<file path="config.mk">
export PLATFORM = sky130hd
export DESIGN_NAME = pxc_pipe_ctrl
export DESIGN_NICKNAME = d
export VERILOG_FILES = /design/src/rtl/pxc_pkg.sv /design/src/rtl/pxc_slot.sv /design/src/rtl/pxc_tagger.sv /design/src/rtl/pxc_arb.sv /design/src/rtl/pxc_pipe_ctrl.sv
export SDC_FILE = /design/constraint.sdc
export NUM_CORES = 1
export LEC_CHECK = 0
export ABC_CLOCK_PERIOD_IN_PS = 4000
export CAP_MARGIN = 15
export CORE_ASPECT_RATIO = 0.5
export CORE_UTILIZATION = 46
export DETAILED_ROUTE_END_ITERATION = 6
export GPL_TIMING_DRIVEN = 0
export PLACE_DENSITY = 0.7
export SLEW_MARGIN = 20
export SYNTH_ARGS = -nofsm -noshare
export SYNTH_HDL_FRONTEND = slang
export SYNTH_SLANG_ARGS = --single-unit
</file>
<file path="constraint.sdc">
create_clock -name clk_i -period 4 [get_ports clk_i]
set_input_delay 0.8 -clock clk_i [delete_from_list [all_inputs] [get_ports clk_i]]
set_output_delay 0.8 -clock clk_i [all_outputs]
set_load 0.005 [all_outputs]
</file>
<file path="src/rtl/pxc_pkg.sv">
package pxc_pkg;

  localparam int unsigned NSTG    = 6;
  localparam int unsigned CAUSE_W = 3;

  localparam int unsigned ST_A = 0;
  localparam int unsigned ST_F = 1;
  localparam int unsigned ST_D = 2;
  localparam int unsigned ST_X = 3;
  localparam int unsigned ST_M = 4;
  localparam int unsigned ST_W = 5;

  typedef enum logic [CAUSE_W-1:0] {
    CS_NONE = 3'd0,
    CS_ITLB = 3'd1,
    CS_DTLB = 3'd2,
    CS_SYSC = 3'd3
  } cause_e;

endpackage

</file>
<file path="src/rtl/pxc_slot.sv">
module pxc_slot
  import pxc_pkg::*;
#(
  parameter int unsigned PC_W = 32
) (
  input  logic            clk_i,
  input  logic            rst_ni,
  input  logic            en_i,
  input  logic            d_valid_i,
  input  logic            d_kill_i,
  input  logic [PC_W-1:0] d_pc_i,
  input  cause_e          d_cause_i,
  output logic            q_valid_o,
  output logic            q_kill_o,
  output logic [PC_W-1:0] q_pc_o,
  output cause_e          q_cause_o
);

  always_ff @(posedge clk_i or negedge rst_ni) begin
    if (!rst_ni) begin
      q_valid_o <= 1'b0;
      q_kill_o  <= 1'b0;
      q_pc_o    <= '0;
      q_cause_o <= CS_NONE;
    end else if (en_i) begin
      q_valid_o <= d_valid_i;
      q_kill_o  <= d_kill_i;
      q_pc_o    <= d_pc_i;
      q_cause_o <= d_cause_i;
    end
  end

endmodule

</file>
<file path="src/rtl/pxc_tagger.sv">
module pxc_tagger
  import pxc_pkg::*;
#(
  parameter int unsigned PC_W = 32,
  parameter cause_e      TAG  = CS_NONE
) (
  input  logic            src_valid_i,
  input  logic            src_kill_i,
  input  logic [PC_W-1:0] src_pc_i,
  input  cause_e          src_cause_i,
  input  logic            fault_i,
  input  logic            kill_i,
  output logic            dst_valid_o,
  output logic            dst_kill_o,
  output logic [PC_W-1:0] dst_pc_o,
  output cause_e          dst_cause_o
);

  logic tag_hit;

  always_comb begin
    tag_hit     = (TAG != CS_NONE) && src_valid_i && !src_kill_i &&
                  fault_i && (src_cause_i == CS_NONE);
    dst_valid_o = src_valid_i;
    dst_kill_o  = src_kill_i | kill_i;
    dst_pc_o    = src_pc_i;
    dst_cause_o = tag_hit ? TAG : src_cause_i;
  end

endmodule

</file>
<file path="src/rtl/pxc_arb.sv">
module pxc_arb
  import pxc_pkg::*;
#(
  parameter int unsigned PC_W  = 32,
  parameter int unsigned LIM_W = 3
) (
  input  logic             adv_i,
  input  logic             x_live_i,
  input  cause_e           x_cause_i,
  input  logic [PC_W-1:0]  x_pc_i,
  input  logic             m_live_i,
  input  logic [PC_W-1:0]  m_pc_i,
  input  logic             dtlb_i,
  input  logic             mispredict_i,
  output logic             exc_take_o,
  output logic [PC_W-1:0]  exc_pc_o,
  output cause_e           exc_cause_o,
  output logic [LIM_W-1:0] kill_lim_o,
  output logic             kill_new_o
);

  logic take_m, take_x, take_br;

  always_comb begin
    take_m  = adv_i && m_live_i && dtlb_i;
    take_x  = adv_i && x_live_i && (x_cause_i != CS_NONE) && !take_m;
    take_br = adv_i && x_live_i && (x_cause_i == CS_NONE) && mispredict_i && !take_m;

    exc_take_o  = take_m || take_x;
    exc_pc_o    = '0;
    exc_cause_o = CS_NONE;
    kill_lim_o  = '0;
    if (take_m) begin
      exc_pc_o    = m_pc_i;
      exc_cause_o = CS_DTLB;
      kill_lim_o  = LIM_W'(ST_W);
    end else if (take_x) begin
      exc_pc_o    = x_pc_i;
      exc_cause_o = x_cause_i;
      kill_lim_o  = LIM_W'(ST_M);
    end else if (take_br) begin
      kill_lim_o  = LIM_W'(ST_X);
    end
    kill_new_o = (kill_lim_o != '0);
  end

endmodule

</file>
<file path="src/rtl/pxc_pipe_ctrl.sv">
module pxc_pipe_ctrl
  import pxc_pkg::*;
#(
  parameter int unsigned     PC_W        = 32,
  parameter logic [PC_W-1:0] HANDLER_VEC = 32'h0000_0180
) (
  input  logic               clk_i,
  input  logic               rst_ni,
  input  logic               stall_i,
  input  logic               in_valid_i,
  input  logic [PC_W-1:0]    in_pc_i,
  input  logic               itlb_miss_i,
  input  logic               syscall_i,
  input  logic               mispredict_i,
  input  logic               dtlb_miss_i,
  output logic               retire_valid_o,
  output logic [PC_W-1:0]    retire_pc_o,
  output logic               redirect_o,
  output logic [PC_W-1:0]    redirect_pc_o,
  output logic [PC_W-1:0]    epc_o,
  output logic [CAUSE_W-1:0] cause_o
);

  localparam int unsigned LIM_W = $clog2(NSTG + 1);

  logic                adv;
  logic [NSTG-1:0]     q_v, q_k, d_v, d_k, live;
  logic [PC_W-1:0]     q_pc [NSTG];
  logic [PC_W-1:0]     d_pc [NSTG];
  cause_e              q_cs [NSTG];
  cause_e              d_cs [NSTG];

  logic                exc_take;
  logic [PC_W-1:0]     exc_pc;
  cause_e              exc_cause;
  logic [LIM_W-1:0]    kill_lim;
  logic                kill_new;

  logic                redir_q, redir_d;
  logic [PC_W-1:0]     epc_q, epc_d;
  cause_e              cause_q, cause_d;
  logic                unused_ok;

  assign adv  = !stall_i;
  assign live = q_v & ~q_k;

  // entry into the address stage
  assign d_v[ST_A]  = in_valid_i;
  assign d_k[ST_A]  = kill_new;
  assign d_pc[ST_A] = in_pc_i;
  assign d_cs[ST_A] = CS_NONE;

  // stage-to-stage transfer with fault tagging and kill marking
  for (genvar s = 1; s < NSTG; s++) begin : g_xfer
    localparam cause_e TAG = (s == ST_D) ? CS_ITLB :
                             (s == ST_X) ? CS_SYSC : CS_NONE;
    logic fault_w;
    logic kill_w;
    if (s == ST_D) begin : g_itlb
      assign fault_w = itlb_miss_i;
    end else if (s == ST_X) begin : g_sysc
      assign fault_w = syscall_i;
    end else begin : g_none
      assign fault_w = 1'b0;
    end
    assign kill_w = (LIM_W'(s - 1) < kill_lim);

    pxc_tagger #(.PC_W(PC_W), .TAG(TAG)) u_tag (
      .src_valid_i (q_v[s-1]),
      .src_kill_i  (q_k[s-1]),
      .src_pc_i    (q_pc[s-1]),
      .src_cause_i (q_cs[s-1]),
      .fault_i     (fault_w),
      .kill_i      (kill_w),
      .dst_valid_o (d_v[s]),
      .dst_kill_o  (d_k[s]),
      .dst_pc_o    (d_pc[s]),
      .dst_cause_o (d_cs[s])
    );
  end

  for (genvar s = 0; s < NSTG; s++) begin : g_slot
    pxc_slot #(.PC_W(PC_W)) u_slot (
      .clk_i     (clk_i),
      .rst_ni    (rst_ni),
      .en_i      (adv),
      .d_valid_i (d_v[s]),
      .d_kill_i  (d_k[s]),
      .d_pc_i    (d_pc[s]),
      .d_cause_i (d_cs[s]),
      .q_valid_o (q_v[s]),
      .q_kill_o  (q_k[s]),
      .q_pc_o    (q_pc[s]),
      .q_cause_o (q_cs[s])
    );
  end

  pxc_arb #(.PC_W(PC_W), .LIM_W(LIM_W)) u_arb (
    .adv_i        (adv),
    .x_live_i     (live[ST_X]),
    .x_cause_i    (q_cs[ST_X]),
    .x_pc_i       (q_pc[ST_X]),
    .m_live_i     (live[ST_M]),
    .m_pc_i       (q_pc[ST_M]),
    .dtlb_i       (dtlb_miss_i),
    .mispredict_i (mispredict_i),
    .exc_take_o   (exc_take),
    .exc_pc_o     (exc_pc),
    .exc_cause_o  (exc_cause),
    .kill_lim_o   (kill_lim),
    .kill_new_o   (kill_new)
  );

  // exception record, next state
  always_comb begin
    redir_d = exc_take;
    epc_d   = epc_q;
    cause_d = cause_q;
    if (exc_take) begin
      epc_d   = exc_pc;
      cause_d = exc_cause;
    end
  end

  // exception record, registers
  always_ff @(posedge clk_i or negedge rst_ni) begin
    if (!rst_ni) begin
      redir_q <= 1'b0;
      epc_q   <= '0;
      cause_q <= CS_NONE;
    end else begin
      redir_q <= redir_d;
      epc_q   <= epc_d;
      cause_q <= cause_d;
    end
  end

  assign unused_ok      = ^{q_cs[ST_W]};
  assign retire_valid_o = live[ST_W] && adv;
  assign retire_pc_o    = q_pc[ST_W];
  assign redirect_o     = redir_q;
  assign redirect_pc_o  = redir_q ? HANDLER_VEC : '0;
  assign epc_o          = epc_q;
  assign cause_o        = cause_q;

endmodule

</file>
==> impl_metrics.py, run 1 <==
metrics = {
    "timing": {
        "fin_ws_ns": 0.529,
        "fin_crit_ns": 3.47,
        "setup_viol": 0,
        "rsz0062_at_grt": "no",
        "whs_ns": 0.320,
        "fin_tns_setup_ns": 0,
        "skew_ns": 0.00515,
        "worst_pin_slew_ns": 0.715,
        "finalMaxSlewViolations": 0,
        "slew_headroom": 0.523,
        "post-route-period-util": 0.868,
        "clock.fmax_mhz": 288,
        "hold_violations": 0,
    },
    "clocking": {
        "clock_path_buffers": 3,
        "cts_buffers": 21,
        "postCtsSetupBuffers": 0,
        "numClockSinks": 242,
        "htree_levels": 1,
        "clock_latency_ns": 0.49,
        "cts_tree": "yes",
        "post_cts_resized": 0,
        "cts_root_buf": "clkbuf_16",
        "hold_buffers": 0,
        "path_clk_slew_ns": 0.06,
    },
    "layout": {
        "syn2layout_area_growth_pct": 22.9,
        "fin_nets": 888,
        "drive_above_1_share": 0.243,
        "fin_util": 0.581,
        "antenna_cells": 0,
    },
    "worst_setup_path": {
        "cp-end-kind": "output port",
        "crit_buf_inv": 5,
        "cp.required_ns": 3.20,
        "start_kind": "input pin",
        "cp_max_fo": 10,
        "crit_slowest_cell": "clkdlybuf4s50_1",
        "crit_chain": "clkdlybuf4s50_1 -> buf_4 -> buf_6 -> buf_6 -> nor3b_1 -> clkdlybuf4s50_1",
        "cp-startpoint": "stall_i",
        "max_stage_delay_ns": 0.55,
        "crit_type": "input pin to output port",
        "path_delay_family": "buffers and inverters",
        "reg2reg_from": "g_slot[3].u_slot.q_cause_o[1]$_DFFE_PN0N_",
        "cp.arrival_ns": 2.67,
    },
    "global_routing": {
        "grt_first_pass_wirelength_um": 31700,
        "grt_pass1_vias": 5880,
        "grt_max_degree": 94,
        "grt.total_usage": 0.184,
        "antenna_found_initial": 0,
        "grt_overflow": 0,
    },
    "synth": {
        "synth_edf_count": 0,
        "synth.cell_area_um2": 9790,
        "syn_inst": 684,
        "synth_area_leader_cell": "dfrtp_1",
        "ys_warn_count": 0,
        "yosysSeqAreaShare": 0.619,
        "yosysTopAreaCellShare": 0.619,
        "synth_cell_types": 32,
        "synth.top_cells.by_area": "dfrtp_1 (62%), mux2_1 (12%), mux2_2 (11%), buf_4 (2.7%), buf_6 (2.4%)",
        "syn_area_per_cell_um2": 14.3,
        "yosys_most_used_dff": "dfrtp_1",
        "synthArstFlopShare": 1.00,
        "ys_seq_elements": 242,
    },
    "floorplanning": {
        "die_h_um": 105,
        "initial_utilization": 0.473,
        "die_area_um2": 21900,
        "core_area_um2": 20700,
        "boundaryPins": 141,
        "rows": 37,
        "die_w_um": 208,
    },
    "placed_design": {
        "place_worst_setup_slack_ns": 0.518,
        "numPortBuffers": 109,
        "routabilityCongestion": 0.840,
        "hpwl_um": 13600,
    },
    "power_and_ir_drop": {
        "swShare": 0.262,
        "power_density_nw_per_um2": 583,
        "switchingPower_w": 0.00183,
        "p_seq_frac": 0.499,
        "p_total_w": 0.00701,
        "power_leakage_nw": 5.18,
        "p_clk_frac": 0.271,
        "pwr-share-comb": 0.229,
        "vdd_drop_max_v": 0.000245,
        "p_int_w": 0.00518,
    },
    "drt": {
        "viasPerCell": 5.15,
        "wirelength_um": 19400,
        "drt_iter0_markers": 292,
        "via_count": 5827,
        "drt_pre_antenna_iters": 5,
        "ant_nets": 0,
        "wire_per_inst_um": 17.1,
        "route.detailed.drc": 0,
    },
    "run": {
        "drv_cap": 0,
    },
    "min_path": {
        "hold_path.class": "input pin to asynchronous set/reset pin",
    },
    "outcome": {
        "status": "finished clean",
    },
}
[synthesized netlist by cell type (2+ instances only)]
cell	count
nand3_1	32
buf_2	20
mux2_1	100
o31a_1	3
mux2_2	99
nor3_1	2
clkbuf_1	2
buf_6	21
buf_4	35
nor2_1	36
o21ai_1	31
nand2_1	6
nand2b_1	3
o21ai_0	4
a31oi_1	32
dfrtp_1	242
[metrics by stage]
step | cells | instance area [µm²]
floorplan | 714 | 9900
global placement | 1096 | 11300
detailed placement | 1098 | 11400
CTS | 1132 | 12000
global route | 1132 | 12000
finish | 1132 | 12000
[power by group through the flow]
stage | clock [W] | combinational, W | sequential, W
finish | 0.00190 | 0.00161 | 0.00350
global route | 0.00208 | 0.00175 | 0.00358
CTS | 0.00196 | 0.00163 | 0.00351
detailed placement | 0 | 0.00162 | 0.00355
global placement | 0 | 0.00157 | 0.00353
floorplan | 0 | 0.000759 | 0.00343
[worst paths after layout]
path | cells past startpoint | endpoint | slack (ns)
setup / recovery | 6 | retire_valid_o | 0.53
hold / removal | 1 | g_slot[0].u_slot.q_pc_o[7]$_DFFE_PN0N_ | 0.32
setup reg to reg | 4 | epc_o[20]$_DFFE_PN0P_ | 2.35
hold reg to reg | 1 | g_slot[2].u_slot.q_pc_o[13]$_DFFE_PN0N_ | 0.48
max in group asynchronous | 2 | epc_o[23]$_DFFE_PN0P_ | 2.85
min in group clk_i | 1 | g_slot[2].u_slot.q_pc_o[13]$_DFFE_PN0N_ | 0.48
[final cells by class]
class | count | area (µm²)
Sequential cell | 242 | 6060
Clock buffer | 34 | 634
Fill cell | 1657 | 8670
Timing Repair Buffer | 111 | 1150
Tap cell | 273 | 342
Buffer | 78 | 607
Inverter | 1 | 3.75
Multi-Input combinational cell | 393 | 3230
[metal layers]
layer | share of wire | vias up | global-route usage
li1 | - | 2686 | -
met3 | 0.056 | 36 | 0.0370
met4 | 0.020 | 0 | 0.0370
met5 | 0 | - | 0
met1 | 0.45 | 2957 | 0.255
met2 | 0.47 | 148 | 0.300
[cell families after synthesis]
group | after synthesis | synth area share
other | 1 | 0.000383
and+or+nand+nor | 87 | 0.0433
DFF | 242 | 0.619
muxes | 199 | 0.229
AOI/OAI and AO/OA | 76 | 0.0462
buffers and inverters | 79 | 0.0624
[sequential cells by signal, indices dropped and copies added (netlist names)]
name / count
epc_o: 32
g_slot.u_slot.q_cause_o: 3
cause_o: 2
redirect_o: 1
g_slot.u_slot.q_valid_o: 6
g_slot.u_slot.q_kill_o: 6
g_slot.u_slot.q_pc_o: 192
[cell usage in the layout (no fill, tap or decap), types with 6 or more instances in the layout]
| cell | Yosys | final |
|---|---|---|
| o21ai_1 | 31 | 31 |
| nor2_1 | 36 | 36 |
| nand2_1 | 6 | 6 |
| mux2_2 | 99 | 99 |
| a31oi_1 | 32 | 32 |
| conb_1 | 1 | 31 |
| clkdlybuf4s50_1 | 0 | 108 |
| clkbuf_8 | 0 | 6 |
| buf_4 | 35 | 35 |
| clkbuf_16 | 0 | 21 |
| dfrtp_1 | 242 | 242 |
| buf_6 | 21 | 21 |
| clkbuf_1 | 2 | 9 |
| buf_2 | 20 | 20 |
| mux2_1 | 100 | 100 |
| nand3_1 | 32 | 32 |
Power figures use the tool's default switching activity.
==> run 2: changes to the inputs <==
- ABC_CLOCK_PERIOD_IN_PS: 4000 -> 3700
- clock period: 4 -> 3.7 ns (I/O delays scaled with it)
==> results of run 2 <==
The final DEF is identical to that of run 1. Status: finished clean.
Main changes from that run: setup slack after placement 0.518 ns -> 0.338 ns; setup slack after layout 0.529 ns -> 0.349 ns; hold slack 0.320 ns -> 0.260 ns; register-to-register setup slack 2.35 ns -> 2.05 ns; total power 0.00701 W -> 0.00758 W; worst IR drop on VDD 0.000245 V -> 0.000265 V
